### src/rtl/sysctl_pkg.sv
package sysctl_pkg;
  typedef enum logic [1:0] {ACC_NONE, ACC_RW, ACC_RO, ACC_WO} acc_e;

  localparam int SLOTS  = 14;
  localparam int SLOT_W = $clog2(SLOTS);
  localparam int DATA_W = 32;
  localparam int KEY_W  = 16;

  localparam logic [KEY_W-1:0] KEY_CLOSE = 16'h767B;
  localparam logic [KEY_W-1:0] KEY_OPEN  = 16'hDF0D;

  localparam int SL_SCRATCH = 0;
  localparam int SL_PLLCTL0 = 1;
  localparam int SL_PLLSTAT = 4;
  localparam int SL_PLLCFG0 = 5;
  localparam int SL_RSTCTL  = 8;
  localparam int SL_BOOT    = 9;
  localparam int SL_IDENT   = 10;
  localparam int SL_CALGO   = 11;
  localparam int SL_REFGO   = 12;
  localparam int SL_CMDSTAT = 13;

  function automatic logic [DATA_W-1:0] slot_init(int idx, logic [DATA_W-1:0] ident);
    if (idx >= SL_PLLCTL0 && idx < SL_PLLCTL0 + 3) return 32'h0001_A008;
    if (idx >= SL_PLLCFG0 && idx < SL_PLLCFG0 + 3) return 32'h0001_4000;
    if (idx == SL_PLLSTAT) return 32'h0000_003F;
    if (idx == SL_BOOT)    return 32'h0000_0001;
    if (idx == SL_IDENT)   return ident;
    return '0;
  endfunction

  function automatic logic [DATA_W-1:0] slot_mask(int idx);
    return (idx == SL_SCRATCH) ? 32'h0000_0001 : '1;
  endfunction
endpackage

### src/rtl/sysctl_decode.sv
module sysctl_decode
  import sysctl_pkg::*;
#(
  parameter int ADDR_W = 12
) (
  input  logic [ADDR_W-1:0] addr,
  output acc_e              acc,
  output logic              hit_slot,
  output logic [SLOT_W-1:0] slot,
  output logic              is_close,
  output logic              is_open,
  output logic              is_state,
  output logic              lock_exempt
);
  logic [31:0] off;
  assign off = 32'(addr) & ~32'h3;

  always_comb begin
    acc = ACC_NONE; hit_slot = 1'b0; slot = '0;
    is_close = 1'b0; is_open = 1'b0; is_state = 1'b0; lock_exempt = 1'b0;
    case (off)
      32'h000: begin acc = ACC_RW; hit_slot = 1'b1; slot = SLOT_W'(SL_SCRATCH); lock_exempt = 1'b1; end
      32'h004: begin acc = ACC_WO; is_close = 1'b1; end
      32'h008: begin acc = ACC_WO; is_open = 1'b1; end
      32'h00C: begin acc = ACC_RO; is_state = 1'b1; end
      32'h100, 32'h104, 32'h108: begin
        acc = ACC_RW; hit_slot = 1'b1; slot = SLOT_W'(SL_PLLCTL0 + int'(off[3:2]));
      end
      32'h10C: begin acc = ACC_RO; hit_slot = 1'b1; slot = SLOT_W'(SL_PLLSTAT); end
      32'h110, 32'h114, 32'h118: begin
        acc = ACC_RW; hit_slot = 1'b1; slot = SLOT_W'(SL_PLLCFG0 + int'(off[3:2]));
      end
      32'h200: begin acc = ACC_RW; hit_slot = 1'b1; slot = SLOT_W'(SL_RSTCTL);  end
      32'h25C: begin acc = ACC_RO; hit_slot = 1'b1; slot = SLOT_W'(SL_BOOT);    end
      32'h530: begin acc = ACC_RO; hit_slot = 1'b1; slot = SLOT_W'(SL_IDENT);   end
      32'h60C: begin acc = ACC_WO; hit_slot = 1'b1; slot = SLOT_W'(SL_CALGO);   end
      32'h614: begin acc = ACC_WO; hit_slot = 1'b1; slot = SLOT_W'(SL_REFGO);   end
      32'h618: begin acc = ACC_RO; hit_slot = 1'b1; slot = SLOT_W'(SL_CMDSTAT); end
      default: ;
    endcase
  end
endmodule

### src/rtl/sysctl_lock_ctrl.sv
module sysctl_lock_ctrl
  import sysctl_pkg::*;
(
  input  logic             clk,
  input  logic             rst,
  input  logic             wr_fire,
  input  logic             is_close,
  input  logic             is_open,
  input  logic [KEY_W-1:0] key,
  output logic             locked
);
  always_ff @(posedge clk) begin
    if (rst)                                     locked <= 1'b1;
    else if (wr_fire && is_close && key == KEY_CLOSE) locked <= 1'b1;
    else if (wr_fire && is_open  && key == KEY_OPEN)  locked <= 1'b0;
  end

  assert_lock_moves_on_write_R2: assert property (@(posedge clk) disable iff (rst)
    (locked != $past(locked)) |-> $past(wr_fire && (is_close || is_open)));
  assert_unlock_needs_key_R3: assert property (@(posedge clk) disable iff (rst)
    $fell(locked) |-> $past(is_open && key == KEY_OPEN));
endmodule

### src/rtl/sysctl_regstore.sv
module sysctl_regstore
  import sysctl_pkg::*;
#(
  parameter logic [DATA_W-1:0] IDENT = 32'h1234_5093
) (
  input  logic              clk,
  input  logic              rst,
  input  logic              we,
  input  logic [SLOT_W-1:0] slot,
  input  logic [DATA_W-1:0] wdata,
  output logic [DATA_W-1:0] rdata
);
  logic [SLOTS-1:0][DATA_W-1:0] q;

  for (genvar g = 0; g < SLOTS; g++) begin : g_slot
    always_ff @(posedge clk) begin
      if (rst)                              q[g] <= slot_init(g, IDENT);
      else if (we && slot == SLOT_W'(g))   q[g] <= wdata & slot_mask(g);
    end
  end

  always_comb begin
    rdata = '0;
    for (int i = 0; i < SLOTS; i++)
      if (slot == SLOT_W'(i)) rdata = q[i];
  end

  assert_hold_without_write_R4: assert property (@(posedge clk) disable iff (rst)
    !we |=> $stable(q));
endmodule

### src/rtl/sysctl_lock_regs.sv
module sysctl_lock_regs
  import sysctl_pkg::*;
#(
  parameter int                WIN_BYTES = 4096,
  parameter logic [DATA_W-1:0] IDENT     = 32'h1234_5093,
  localparam int               ADDR_W    = $clog2(WIN_BYTES)
) (
  input  logic              clk,
  input  logic              rst,
  input  logic              bus_valid,
  input  logic              bus_write,
  input  logic [ADDR_W-1:0] bus_addr,
  input  logic [DATA_W-1:0] bus_wdata,
  output logic [DATA_W-1:0] rd_data,
  output logic              rd_valid,
  output logic              err_access,
  output logic              err_locked,
  output logic              sys_reset_req
);
  acc_e              acc;
  logic              hit_slot, is_close, is_open, is_state, lock_exempt, locked;
  logic [SLOT_W-1:0] slot;
  logic [DATA_W-1:0] slot_rd, rd_word;
  logic              wr_fire, rd_fire, bad_class, wr_legal, store_en, lock_block;

  sysctl_decode #(.ADDR_W(ADDR_W)) u_dec (
    .addr(bus_addr), .acc(acc), .hit_slot(hit_slot), .slot(slot),
    .is_close(is_close), .is_open(is_open), .is_state(is_state),
    .lock_exempt(lock_exempt));

  assign wr_fire   = bus_valid && bus_write;
  assign rd_fire   = bus_valid && !bus_write;
  assign bad_class = (acc == ACC_NONE) || (bus_write && acc == ACC_RO) ||
                     (!bus_write && acc == ACC_WO);
  assign wr_legal  = wr_fire && !bad_class && hit_slot;
  assign lock_block = locked && !lock_exempt;
  assign store_en  = wr_legal && !lock_block;

  sysctl_lock_ctrl u_lock (
    .clk(clk), .rst(rst), .wr_fire(wr_fire), .is_close(is_close),
    .is_open(is_open), .key(bus_wdata[KEY_W-1:0]), .locked(locked));

  sysctl_regstore #(.IDENT(IDENT)) u_store (
    .clk(clk), .rst(rst), .we(store_en), .slot(slot),
    .wdata(bus_wdata), .rdata(slot_rd));

  assign rd_word = is_state ? DATA_W'(locked) : (hit_slot ? slot_rd : '0);

  always_ff @(posedge clk) begin
    if (rst) begin
      rd_data <= '0; rd_valid <= 1'b0; err_access <= 1'b0;
      err_locked <= 1'b0; sys_reset_req <= 1'b0;
    end else begin
      rd_valid      <= rd_fire;
      err_access    <= bus_valid && bad_class;
      err_locked    <= wr_legal && lock_block;
      sys_reset_req <= store_en && slot == SLOT_W'(SL_RSTCTL) && bus_wdata[0];
      if (rd_fire) rd_data <= rd_word;
    end
  end

  assert_req_single_cycle_R10: assert property (@(posedge clk) disable iff (rst)
    sys_reset_req |=> !sys_reset_req);
  assert_req_only_unlocked_R10: assert property (@(posedge clk) disable iff (rst)
    sys_reset_req |-> $past(!locked && bus_write));
  assert_errors_exclusive_R4: assert property (@(posedge clk) disable iff (rst)
    !(err_access && err_locked));
  assert_rd_valid_follows_read_R6: assert property (@(posedge clk) disable iff (rst)
    rd_valid |-> $past(bus_valid && !bus_write));
  assert_idle_clears_flags_R11: assert property (@(posedge clk) disable iff (rst)
    !bus_valid |=> !(rd_valid || err_access || err_locked || sys_reset_req));
endmodule

### config.mk
export PLATFORM = sky130hd
export DESIGN_NAME = sysctl_lock_regs
export DESIGN_NICKNAME = d
export VERILOG_FILES = /design/src/rtl/sysctl_pkg.sv /design/src/rtl/sysctl_decode.sv /design/src/rtl/sysctl_lock_ctrl.sv /design/src/rtl/sysctl_regstore.sv /design/src/rtl/sysctl_lock_regs.sv
export SDC_FILE = /design/constraint.sdc
export NUM_CORES = 1
export LEC_CHECK = 0
export BUFFER_PORTS_ARGS = -buffer_cell sky130_fd_sc_hd__clkbuf_2
export CORE_ASPECT_RATIO = 0.6
export CORE_MARGIN = 4
export CORE_UTILIZATION = 30
export CTS_BUF_LIST = sky130_fd_sc_hd__clkbuf_4 sky130_fd_sc_hd__clkbuf_8
export CTS_CLUSTER_DIAMETER = 150
export DETAILED_ROUTE_END_ITERATION = 8
export HOLD_SLACK_MARGIN = 0.03
export SETUP_SLACK_MARGIN = 0.02
export SLEW_MARGIN = 20
export SYNTH_ARGS = -nofsm -noshare
export SYNTH_HDL_FRONTEND = slang
export SYNTH_SLANG_ARGS = --single-unit
### constraint.sdc
create_clock -name clk -period 4.5 [get_ports clk]
set_input_delay 0.45 -clock clk [delete_from_list [all_inputs] [get_ports clk]]
set_output_delay 0.45 -clock clk [all_outputs]
set_load 0.005 [all_outputs]
# Yosys cells after proc, flatten, opt, wreduce, memory -nomap -nowiden
# Index checks and enable logic that the tools add are counted.
# totals
regBits	454
in_bits	48
output_inout_bits	36
elab_cells	123
# op_classes
n_addsub	2
n_eq_ne	33
mux	23
reduce_logical	45
# ops
op	n
32-bit two-way mux	15
10-bit by 7-bit equality test with 1-bit output, second input constant	7
10-bit by 9-bit equality test with 1-bit output, second input constant	4
4-bit case mux with 9 select lines	1
32-bit zero test	1
1-bit logical AND	29
4-bit equality test, second input constant	6
10-bit by 2-bit equality test with 1-bit output, second input constant	2
10-bit by 8-bit equality test with 1-bit output, second input constant	2
16-bit by 15-bit equality test with 1-bit output, second input constant	1
16-bit equality test, second input constant	1
4-bit by 3-bit equality test with 1-bit output, second input constant	4
14-bit OR reduction	1
10-bit by 1-bit equality test with 1-bit output, second input constant	1
4-bit by 2-bit equality test with 1-bit output, second input constant	2
8-bit OR reduction	1
1-bit two-way mux	6
2-bit case mux with 3 select lines	1
3-bit OR reduction	2
5-bit OR reduction	1
3-bit by 2-bit adder with 4-bit output, first input constant	1
2-bit equality test, second input constant	2
4-bit by 1-bit equality test with 1-bit output, second input constant	1
1-bit zero test	4
other kinds (6)	7

# Longest topological paths before layout
# logic_depth
word_depth	20
ltp_mapped	14
depth_no_buf	10

# Cells and area by module
# A second synthesis with hierarchy kept.
# unflattened
hier_cells	2727
hier_area_um2	20836.2
# by_module_without_submodules
module	n_inst	cells_each	area_per_inst_um2	seq_area_each_um2
sysctl_regstore	1	2521	18659.1	8348.0
sysctl_lock_regs	1	127	1577.8	720.7
sysctl_decode	1	67	481.7	0.0
sysctl_lock_ctrl	1	12	117.6	20.0

# Worst setup path before layout
# OpenSTA, ideal clock, no wires.
# synth_path
path_kind	input -> register
start	input bus_addr[2]
end	register rd_data[5]
setup_ns	0.077
arrival_time_ns	2.905
t_required_ns	4.423
slack_ns	1.518
path_stages	12
path_buffers	2
path_cell_list	inv_1 > ha_1 > clkbuf_1 > or3_1 > nand4_2 > and3_4 > buf_4 > a22oi_1 > a2111o_1 > a2111oi_2 > o21ai_1 > a41oi_2
# synth_between
elab_chain_len	19
elab_cells_between_ends	51
classes_between	add/sub (2); eq/ne (27); mux (18); reduce/logical (4)
# synth_rtl
item	line	source
start, declared	sysctl_lock_regs.sv:12	input logic [ADDR_W-1:0] bus_addr,
10-bit by 7-bit equality test with 1-bit output	sysctl_decode.sv:21	case (off)
3-bit OR reduction	sysctl_decode.sv:21	
4-bit case mux with 9 select lines	sysctl_decode.sv:21	
4-bit by 1-bit equality test with 1-bit output	sysctl_regstore.sv:25	if (slot == SLOT_W'(i)) rdata = q[i];
32-bit two-way mux (13 in series)	sysctl_regstore.sv:25	
32-bit two-way mux	sysctl_lock_regs.sv:47	assign rd_word = is_state ? DATA_W'(locked) : (hit_slot ? slot_rd : '0);
32-bit two-way mux *	sysctl_lock_regs.sv:47	
end signal, assigned	sysctl_lock_regs.sv:58	if (rd_fire) rd_data <= rd_word;
end, declared	sysctl_lock_regs.sv:14	output logic [DATA_W-1:0] rd_data,
# Mark *: on every way between the ends. The rest lies on a longest branch, timed or not.
# A chain may end at the register's enable or synchronous reset.

# Worst setup path in the final report
# layout_path
start	input bus_addr[2]
end	register u_store.q[263] (netlist bit)
# layout_between
elab_chain_len	12
elab_cells_between_ends	45
classes_between	add/sub (2); eq/ne (19); mux (4); reduce/logical (20)
# layout_rtl
item	line	source
32-bit zero test, or another cell as far along	sysctl_decode.sv:21	
8-bit OR reduction (no line), or another cell as far along	-	
2-bit case mux with 3 select lines	sysctl_decode.sv:21	
2-bit equality test	sysctl_lock_regs.sv:33	assign bad_class = (acc == ACC_NONE) || (bus_write && acc == ACC_RO) ||
1-bit logical AND	sysctl_lock_regs.sv:33	
1-bit logical OR (2 in series)	sysctl_lock_regs.sv:33	
1-bit zero test	sysctl_lock_regs.sv:35	assign wr_legal = wr_fire && !bad_class && hit_slot;
1-bit logical AND (2 in series)	sysctl_lock_regs.sv:35	
1-bit logical AND	sysctl_lock_regs.sv:37	assign store_en = wr_legal && !lock_block;
1-bit logical AND *	sysctl_regstore.sv:18	else if (we && slot == SLOT_W'(g)) q[g] <= wdata & slot_mask(g);
end signal, assigned by index	sysctl_regstore.sv:17	if (rst) q[g] <= slot_init(g, IDENT);
end signal, assigned by index	sysctl_regstore.sv:18	
end, declared	sysctl_regstore.sv:13	logic [SLOTS-1:0][DATA_W-1:0] q;
# Marked as above.

==> flow_metrics.tcl <==
set metrics [dict create \
    status "complete, no violations" \
    chipWidth_um 344 \
    synth_adder_area_share_pct 0.246 \
    cts_resized 0 \
    drive_gt1_share_pct 12.7 \
    wirelength_um 80900 \
    yosysWarnings 0 \
    syn_nets 2786 \
    n_antenna_cell 0 \
    drv_cap 0 \
    final_hold_viol_count 0 \
    yosysMostFrequentCell "nand2_1" \
    cts_htree_levels 2 \
    syn_inst 2734 \
    grt_pass1_vias 18300 \
    leakage_nw 7.58 \
    synth.area.mux_share_pct 2.87 \
    ys_top_cells_by_area "dfxtp_1 45%, nand2_1 18%, a21oi_1 11%" \
    endpoint_kind "register" \
    clk_pin_slew_ns 0.07 \
    nFillCells 7084 \
    crit_path_start_kind "input pin" \
    critical_path_class "input pin to register" \
    dp_hpwl_um 53100 \
    synth_compound_area_share_pct 21.3 \
    clock_path_buffers 3 \
    synth_top_area_share_pct 44.7 \
    power_density_nw_per_um2 323 \
    cts_buffers 60 \
    root_buffer "clkbuf_8" \
    fin_skew_ns 0.0483 \
    ioPinCount 84 \
    finalNetCount 2795 \
    cts_hold_buffers 0 \
    clock_latency_ns 0.71 \
    track_usage_pct 21.6 \
    dieArea_um2 72100 \
    crit_arrival_ns 4.10 \
    seq_area_frac_synth_pct 44.7 \
    ant_nets 0 \
    cts_tree "yes" \
    pre_cts_slack_ns 0.505 \
    synth_xor_area_share_pct 0.0431 \
    io_buffers 81 \
    synth_cell_types 81 \
    place_inst 3581 \
    vias_per_cell 5.56 \
    wl_per_cell_um 22.0 \
    synth_seq_cells 454 \
    synthTopCellsByCount "965 x nand2_1, 454 x dfxtp_1, 448 x a21oi_1" \
    relSlewSlack_pct 20.2 \
    crit_required_ns 5.11 \
    min_period_ns 3.49 \
    finalMaxSlewViolations 0 \
    drtPass1Iterations 7 \
    fin_crit_sh_pct 77.7 \
    drt_iter0_markers 3002 \
    setup_viol 0 \
    synthesis.area_um2 20300 \
    cts_setup_buffers 0 \
    worstPathMaxFanout 23 \
    max_freq_ghz 0.286 \
    synth_top_family_by_area "simple AND/OR/NAND/NOR gates" \
    drcViolationCount 0 \
    synth_edf_count 0 \
    rows 73 \
    grt_pass1_wl_um 120000 \
    finalNonFillerCells 3672 \
    clock_sinks 454 \
    synthSimpleGateAreaFrac_pct 25.4 \
    final.setup.tns_ns 0 \
    dieHeight_um 210 \
    reg2reg_slack_ns 2.36 \
    worst_slack_ns 1.01 \
    gp_congestion 0.955 \
    avgSynthCellArea_um2 7.43 \
    initial_core_util_pct 30.5 \
    rsz0062_at_grt "false" \
    grt_overflow 0 \
    antenna_found_initial 1 \
    worstMarginPinSlew_ns 1.20 \
    vias 20400 \
    core_um2 66700 \
    synth_top_cell_by_area "dfxtp_1" \
    synth-main-ff-cell "dfxtp_1" \
    ir_worst_vdd_mv 0.243 \
    area_delta_synth_final_pct 13.2 \
    synthArstFlopShare_pct 0 \
    hold_path_class "input pin to register" \
    grt_max_degree 203 \
]
[worst paths after layout]
| check | startpoint | endpoint | cells after the start |
|---|---|---|---|
| worst max-delay path | bus_addr[2] | u_store.q[263] | 13 |
| worst min-delay path | bus_valid | err_access | 2 |
| worst max register to register | u_lock.locked | u_store.q[60] | 6 |
| worst min register to register | u_store.q[396] | u_store.q[396] | 2 |
[layout make-up]
class	count	area [um2]	share of cell area, %
Timing Repair Buffer	188	1390	6.06
Clock buffer	85	1060	4.60
Clock inverter	6	46.3	0.201
Multi-Input combinational cell	2022	10200	44.4
Inverter	17	63.8	0.278
Sequential cell	454	9090	39.5
Tap cell	900	1130	4.90
[per-stage QoR]
step | hold slack [ns] | power, mW | area, um2 | utilization (%)
2_1_floorplan | 0.427 | 4.25 | 20300 | -
3_3_place_gp | 0.436 | 4.38 | 21900 | 32.8
3_5_place_dp | 0.441 | 4.37 | 21900 | 32.8
4_1_cts | 0.122 | 7.41 | 23000 | 34.5
5_1_grt | 0.129 | 7.61 | 23000 | 34.5
6_report | 0.150 | 7.43 | 23000 | 34.5
[critical path, cell delays in order]
cell      delay, ns
clkbuf_2       0.11
inv_1          0.15
ha_1           0.38
or3_1          0.41
nand4_2        0.32
nand3_4        0.24
nor3_2         0.53
buf_4          0.24
nand3_1        0.15
nor2_4         0.36
buf_4          0.47
nand2_1        0.10
a21oi_1        0.15
[flip-flops by register name, summed over array words and instances (netlist names)]
name and flops:
err_locked 1, u_store.q 417, u_lock.locked 1, rd_data 32, sys_reset_req 1, err_access 1
rd_valid 1
[report_power, final]
part	internal (mW)	switching, mW
Clock	1.49	1.65
Combinational	0.0484	0.228
Sequential	4.02	0.000588
Total	5.55	1.88
[routing by layer]
metal	vias to the layer above	global-route usage, %	share of wire (%)
met2	1265	27.3	37
met1	9669	33.9	46
li1	9350	-	-
met5	-	1.01	0.12
met3	136	7.03	14
met4	2	5.20	2.2
[layout by cell type, fill, tap and decap left out, types with 8 or more instances in the layout]
cell type  instances
nand2_1          965
dfxtp_1          454
a21oi_1          447
buf_4             93
clkbuf_2          80
nand3_1           67
clkbuf_8          67
o21ai_0           64
nor2_1            57
o22ai_1           39
mux2i_1           29
and3_1            28
mux2_2            26
nor3_1            23
a22oi_1           23
o221ai_1          23
nand4_1           20
clkbuf_4          18
inv_1             17
a211oi_1          17
buf_12            14
o211ai_1          12
a22o_1            11
a31oi_1           10
a221oi_1           9
a32o_1             9
and4_1             8
a221o_1            8
[kinds of logic (layout without fill, tap and decap cells)]
| group | count (synthesis) | after routing |
|---|---|---|
| buf+inv | 258 | 296 |
| flops | 454 | 454 |
| fa+ha+maj | 4 | 4 |
| xor+xnor | 1 | 1 |
| compound gates | 732 | 732 |
| simple gates | 1230 | 1230 |
| mux | 55 | 55 |
(Power assumes the default switching activity.)
